===== src/rtl/ingress_stamper_pkg.sv =====
package ingress_stamper_pkg;
    typedef enum logic [1:0] {
        ST_IDLE  = 2'd0,
        ST_REAL  = 2'd1,
        ST_DUMMY = 2'd2
    } slot_state_t;
endpackage


===== src/rtl/stamp_counter.sv =====
module stamp_counter #(
    parameter int TS_W = 8
) (
    input  logic            clk,
    input  logic            rst_n,
    input  logic            advance,
    output logic [TS_W-1:0] count
);
    logic [TS_W-1:0] count_q;

    always_ff @(posedge clk) begin
        if (!rst_n) begin
            count_q <= '0;
        end else if (advance) begin
            count_q <= count_q + 1'b1;
        end
    end

    assign count = count_q;
endmodule


===== src/rtl/slot_fsm.sv =====
module slot_fsm
    import ingress_stamper_pkg::*;
(
    input  logic clk,
    input  logic rst_n,
    input  logic slot_pulse,
    input  logic in_valid,
    output logic emit,
    output logic emit_real
);
    slot_state_t state_q, state_d;

    always_comb begin
        unique case ({slot_pulse, in_valid})
            2'b11:   state_d = ST_REAL;
            2'b10:   state_d = ST_DUMMY;
            default: state_d = ST_IDLE;
        endcase
    end

    always_ff @(posedge clk) begin
        if (!rst_n) begin
            state_q <= ST_IDLE;
        end else begin
            state_q <= state_d;
        end
    end

    always_comb begin
        unique case (state_q)
            ST_REAL: begin
                emit      = 1'b1;
                emit_real = 1'b1;
            end
            ST_DUMMY: begin
                emit      = 1'b1;
                emit_real = 1'b0;
            end
            default: begin
                emit      = 1'b0;
                emit_real = 1'b0;
            end
        endcase
    end
endmodule


===== src/rtl/cell_former.sv =====
module cell_former #(
    parameter int TS_W     = 8,
    parameter int DEST_W   = 4,
    parameter int HANDLE_W = 8
) (
    input  logic                clk,
    input  logic                rst_n,
    input  logic                capture,
    input  logic [TS_W-1:0]     ts_in,
    input  logic [DEST_W-1:0]   dest_in,
    input  logic [HANDLE_W-1:0] handle_in,
    input  logic                emit_real,
    output logic [TS_W-1:0]     ts_out,
    output logic [DEST_W-1:0]   dest_out,
    output logic [HANDLE_W-1:0] handle_out
);
    logic [TS_W-1:0]     ts_q;
    logic [DEST_W-1:0]   dest_q;
    logic [HANDLE_W-1:0] handle_q;

    always_ff @(posedge clk) begin
        if (!rst_n) begin
            ts_q     <= '0;
            dest_q   <= '0;
            handle_q <= '0;
        end else if (capture) begin
            ts_q     <= ts_in;
            dest_q   <= dest_in;
            handle_q <= handle_in;
        end
    end

    // Idle cells carry only the stamp; identity fields are forced to zero.
    assign ts_out     = ts_q;
    assign dest_out   = emit_real ? dest_q : '0;
    assign handle_out = emit_real ? handle_q : '0;
endmodule


===== src/rtl/ingress_stamper.sv =====
module ingress_stamper #(
    parameter int TS_W     = 8,
    parameter int DEST_W   = 4,
    parameter int HANDLE_W = 8
) (
    input  logic                clk,
    input  logic                rst_n,
    input  logic                slot_pulse,
    input  logic                in_valid,
    input  logic [DEST_W-1:0]   in_dest,
    input  logic [HANDLE_W-1:0] in_handle,
    output logic                out_valid,
    output logic                out_real,
    output logic [TS_W-1:0]     out_ts,
    output logic [DEST_W-1:0]   out_dest,
    output logic [HANDLE_W-1:0] out_handle
);
    logic [TS_W-1:0] now_ts;
    logic            emit;
    logic            emit_real;

    stamp_counter #(.TS_W(TS_W)) u_counter (
        .clk     (clk),
        .rst_n   (rst_n),
        .advance (slot_pulse),
        .count   (now_ts)
    );

    slot_fsm u_fsm (
        .clk        (clk),
        .rst_n      (rst_n),
        .slot_pulse (slot_pulse),
        .in_valid   (in_valid),
        .emit       (emit),
        .emit_real  (emit_real)
    );

    cell_former #(
        .TS_W     (TS_W),
        .DEST_W   (DEST_W),
        .HANDLE_W (HANDLE_W)
    ) u_former (
        .clk        (clk),
        .rst_n      (rst_n),
        .capture    (slot_pulse),
        .ts_in      (now_ts),
        .dest_in    (in_dest),
        .handle_in  (in_handle),
        .emit_real  (emit_real),
        .ts_out     (out_ts),
        .dest_out   (out_dest),
        .handle_out (out_handle)
    );

    assign out_valid = emit;
    assign out_real  = emit_real;
endmodule


===== config.mk =====
export PLATFORM = sky130hd
export DESIGN_NAME = ingress_stamper
export DESIGN_NICKNAME = d
export VERILOG_FILES = /design/src/rtl/ingress_stamper_pkg.sv /design/src/rtl/stamp_counter.sv /design/src/rtl/slot_fsm.sv /design/src/rtl/cell_former.sv /design/src/rtl/ingress_stamper.sv
export SDC_FILE = /design/constraint.sdc
export NUM_CORES = 1
export LEC_CHECK = 0
export CAP_MARGIN = 20
export CORE_ASPECT_RATIO = 0.6
export CORE_UTILIZATION = 40
export DETAILED_ROUTE_END_ITERATION = 16
export PLACE_DENSITY_LB_ADDON = 0.25
export SLEW_MARGIN = 20
export SYNTH_ARGS = -nofsm -noshare
export SYNTH_HDL_FRONTEND = slang
export SYNTH_SLANG_ARGS = --single-unit

===== constraint.sdc =====
create_clock -name clk -period 1.5 [get_ports clk]
set_input_delay 0.15 -clock clk [delete_from_list [all_inputs] [get_ports clk]]
set_output_delay 0.15 -clock clk [all_outputs]
set_load 0.02 [all_outputs]

After elaboration in Yosys (flattened, before gate mapping). Index checks and enable logic that the tools add are counted.

Bits in registers: 30. Input port bits: 16. Output and inout port bits: 22. Word-level logic and storage cells: 16.

$add $sub $neg: 1. Equality and inequality tests: 4. Multiplexer cells: 5. Reduce and logical (&&, ||, !) cells: 1.

Operator list (number): $add 8x1->8 const B (1); $mux 8 (1); $eq 2x2->1 const B (3); $mux 4 (1); $pmux 2 s2 (1); $eq 2x1->1 const B (1); $mux 1 (2); $reduce_or 2->1 (1).

Longest topological paths before layout.
Depth in word-level cells: 3. Mapped depth: 5. Gate-level depth less buffers: 4.

By module. Synthesis repeated with hierarchy kept, for this count alone.

Cells, all modules: 121. Area total of the unflattened synthesis: 1270.0 um^2.

Modules (own cells, without submodules): cell_former (instances 1, cells an instance 77, area each 834.6 um^2, seq. area each 400.4 um^2); stamp_counter (instances 1, cells an instance 37, area each 359.1 um^2, seq. area each 160.2 um^2); slot_fsm (instances 1, cells an instance 7, area each 76.3 um^2, seq. area each 40.0 um^2).

Worst setup path before layout. No wires, ideal clock.

Path kind: reg-to-output. Start point: register u_fsm.state_q[1]. End point: output port out_dest[0]. Arrival: 1083 ps. Required time: 1350 ps. Slack: 267 ps. Cell stages (with the launch flop): 5. Buffers on the path: 1. Path through: dfxtp_1 inv_1 ha_1 clkbuf_1 and2_1.

Cells in the longest elaborated chain, start to end: 3.

Ends and longest elaborated chain: start, declared (RTL line slot_fsm.sv:11) `slot_state_t state_q, state_d;`; start signal, assigned (RTL line slot_fsm.sv:25) `state_q <= state_d;`; $eq 2x1->1 (RTL line slot_fsm.sv:30) `unique case (state_q)`; $mux 1 (RTL line slot_fsm.sv:30); named net out_real (RTL line ingress_stamper.sv:13) `output logic out_real,`; $mux 4 (RTL line cell_former.sv:35) `assign dest_out = emit_real ? dest_q : '0;`; end, declared (RTL line ingress_stamper.sv:15) `output logic [DEST_W-1:0] out_dest,`.

The timed path passes the listed nets, and every way through them passes these cells.

Final worst setup path.
Start point: register u_fsm.state_q[1]. End point: output port out_real.

Cells in the longest elaborated chain, start to end: 2.

Ends and longest elaborated chain (RTL line): $eq 2x1->1 (slot_fsm.sv:30); $mux 1 (slot_fsm.sv:30); end, declared (ingress_stamper.sv:13).

Every way passes these cells.

==> reports/metrics.yaml <==
p_per_area_mw_per_mm2: 950
cts_sinks: 30
ir_drop_v: 0.000571
cp-end-kind: "output port"
die_h_um: 45.6
cts_tree: "done"
crit_fanout: 6
synth_seq_area_share_pct: 47.4
synth-xor-area-share_pct: 2.76
grt_pass1_wl_mm: 4.01
final-hold-violation-count: 0
fmax_ghz: 0.701
rsz0062_at_grt: "false"
synth_area_leaders: "dfxtp_1, mux2i_1, nor2b_1"
die_w_um: 74.7
dp_hpwl_mm: 1.81
power_leakage_nw: 0.790
antenna_left: 0
min_period_ns: 1.43
cp_cell_sequence: "inv_1, ha_1, buf_4, dlygate4sd2_1"
synth_top_family_by_area: "simple AND/OR/NAND/NOR gates"
clk_latency_ns: 0.28
status: "completed"
finalPower_mw: 1.68
worstSetupPathType: "reg2out"
drt-pass1-iter-count: 4
worst_ep_arrival_time_ns: 1.28
synth_adder_area_share_pct: 1.97
synth-simple-area-share_pct: 24.4
cts-root-buf: "clkbuf_8"
hold_path_startpoint: "in_valid"
grt_max_degree: 25
slowest_stage: "dfxtp_1"
die_area_mm2: 0.00341
drive_gt1_share_pct: 17.1
initial_core_util_pct: 43.0
routed_wl_mm: 2.45
dpl_cell_area_mm2: 0.00174
track_usage_pct: 16.5
reg2reg_from: "u_counter.count[0]$_SDFFE_PN0P_"
drv_slew: 0
cts_buffers: 5
rows: 15
setup_viol: 0
viasPerCell: 4.45
syn2layout_area_growth_pct: 39.7
worstReg2RegEnd: "u_counter.count[6]$_SDFFE_PN0P_"
period_share_pct: 95.0
post_synth_num_cell_types: 22
synthesis.nets: 141
most-common-layout-cells: "dfxtp_1, clkdlybuf4s50_1, mux2i_1"
clk_pin_slew_ns: 0.07
min_path_cells: 2
holdPathEnd: "u_fsm.state_q[1]$_SDFF_PN0_"
grt_pass1_vias: 916
design_area_mm2: 0.00177
cp_slowest_stage_delay_ns: 0.31
mostFrequentLayoutCell: "dfxtp_1"
io_buffers: 37
cp.required_ns: 1.35
antenna_found_initial: 0
fin_skew_ns: 0.00601
synth_cells: 123
r2r_slack_ns: 0.22
yosys.area.top_type: "dfxtp_1"
worst_slew_pin_slew_ns: 0.281
core_area_mm2: 0.00295
drc: 0
cts-htree-levels: 2
synth-compound-area-share_pct: 1.97
vias: 944
antenna_cells: 0
drv_cap: 0
fin_ws_ns: 0.0744
gp_congestion: 0.754
first_iter_violations: 10
slew_headroom_pct: 81.2
io_pins: 38
startpoint_type: "register"
synth_top_area_share_pct: 47.4
synth_mux_area_share_pct: 17.4
cp_num_buf_inv: 3
final_nets: 187
synth_area_per_cell_um2: 10.3
ys.warnings.count: 0
critPathTopFamily: "buffers and inverters"
overflow: 0
reg2regPathDepth: 4
clk_path_buf_depth: 2
hp-class: "in2reg"
syn-cell-area_mm2: 0.00127
wire_per_inst_um: 11.6
preCtsSetupSlack_ns: -0.0101
synth_seq_cells: 30
area by class of cell:
cell class	instances	area, µm²
clock buffer	7	86.3
clock inverter	1	5.00
fill	279	1180
inverter	3	11.3
multi-input combinational	83	614
sequential	30	601
tap	42	52.6
timing repair buffer	46	400
registers in the layout, indices dropped and copies added (netlist names):
signal / count
u_former.dest_q: 4
u_counter.count: 8
u_former.handle_q: 8
u_former.ts_out: 8
u_fsm.state_q: 2
repair_timing:
action / CTS / global route
resized for setup: 50 / 0
hold buffers: 0 / 0
buffers inserted: 0 / 0
endpoints found under the setup margin: 14 / 0
how the worst max path moves through the flow:
stage	start	to	slack, ns	depth (start not counted)
floorplan	u_fsm.state_q[1]$_SDFF_PN0_	out_dest[0]	0.27	4
global placement	u_fsm.state_q[1]$_SDFF_PN0_	out_handle[3]	0.02	5
detailed placement	u_fsm.state_q[1]$_SDFF_PN0_	out_dest[3]	-0.01	5
CTS	u_fsm.state_q[1]$_SDFF_PN0_	out_real	0.07	4
global route	u_fsm.state_q[1]$_SDFF_PN0_	out_real	0.02	4
finish	u_fsm.state_q[1]$_SDFF_PN0_	out_real	0.07	4
layer usage:
metal	vias to the layer above	share of wire [%]	global-route usage [%]
met1	421	47	19.9
met2	25	46	26.3
met4	0	1.2	7.92
li1	493	-	-
met5	-	0	0
met3	5	5.9	6.42
power by group:
part | total [mW] | switching (mW) | internal, mW
sequential | 0.845 | 0.0176 | 0.827
combinational | 0.187 | 0.0751 | 0.112
clock | 0.651 | 0.282 | 0.369
total | 1.68 | 0.375 | 1.31
Yosys cell counts:
cell type,instances
a21boi_1,2
and2_1,16
and3_1,1
buf_4,2
buf_6,1
clkbuf_1,4
dfxtp_1,30
ha_1,2
inv_1,3
mux2i_1,22
nand2_1,4
nand2b_1,1
nand3_1,2
nand4_1,1
nand4_2,1
nor2_1,1
nor2b_1,21
nor3_1,1
o21ai_0,2
or3_1,2
xnor2_1,3
xor2_1,1
stage by stage:
stage | util, % | hold WS [ns] | cells | TNS [ns]
floorplan | - | 0.222 | 123 | 0
global placement | 59.1 | 0.456 | 204 | 0
detailed placement | 59.1 | 0.479 | 204 | -0.0101
CTS | 60.1 | 0.422 | 212 | 0
global route | 60.1 | 0.443 | 212 | 0
finish | 60.1 | 0.436 | 212 | 0
kinds of logic (layout without fill, tap and decap cells):
logic type	count (synthesis)	after routing
fa+ha+maj	2	2
compound gates	4	4
flops	30	30
xor+xnor	4	4
buf+inv	10	57
mux	22	22
simple gates	51	51
Note: power is estimated with default switching activity, not from simulation.
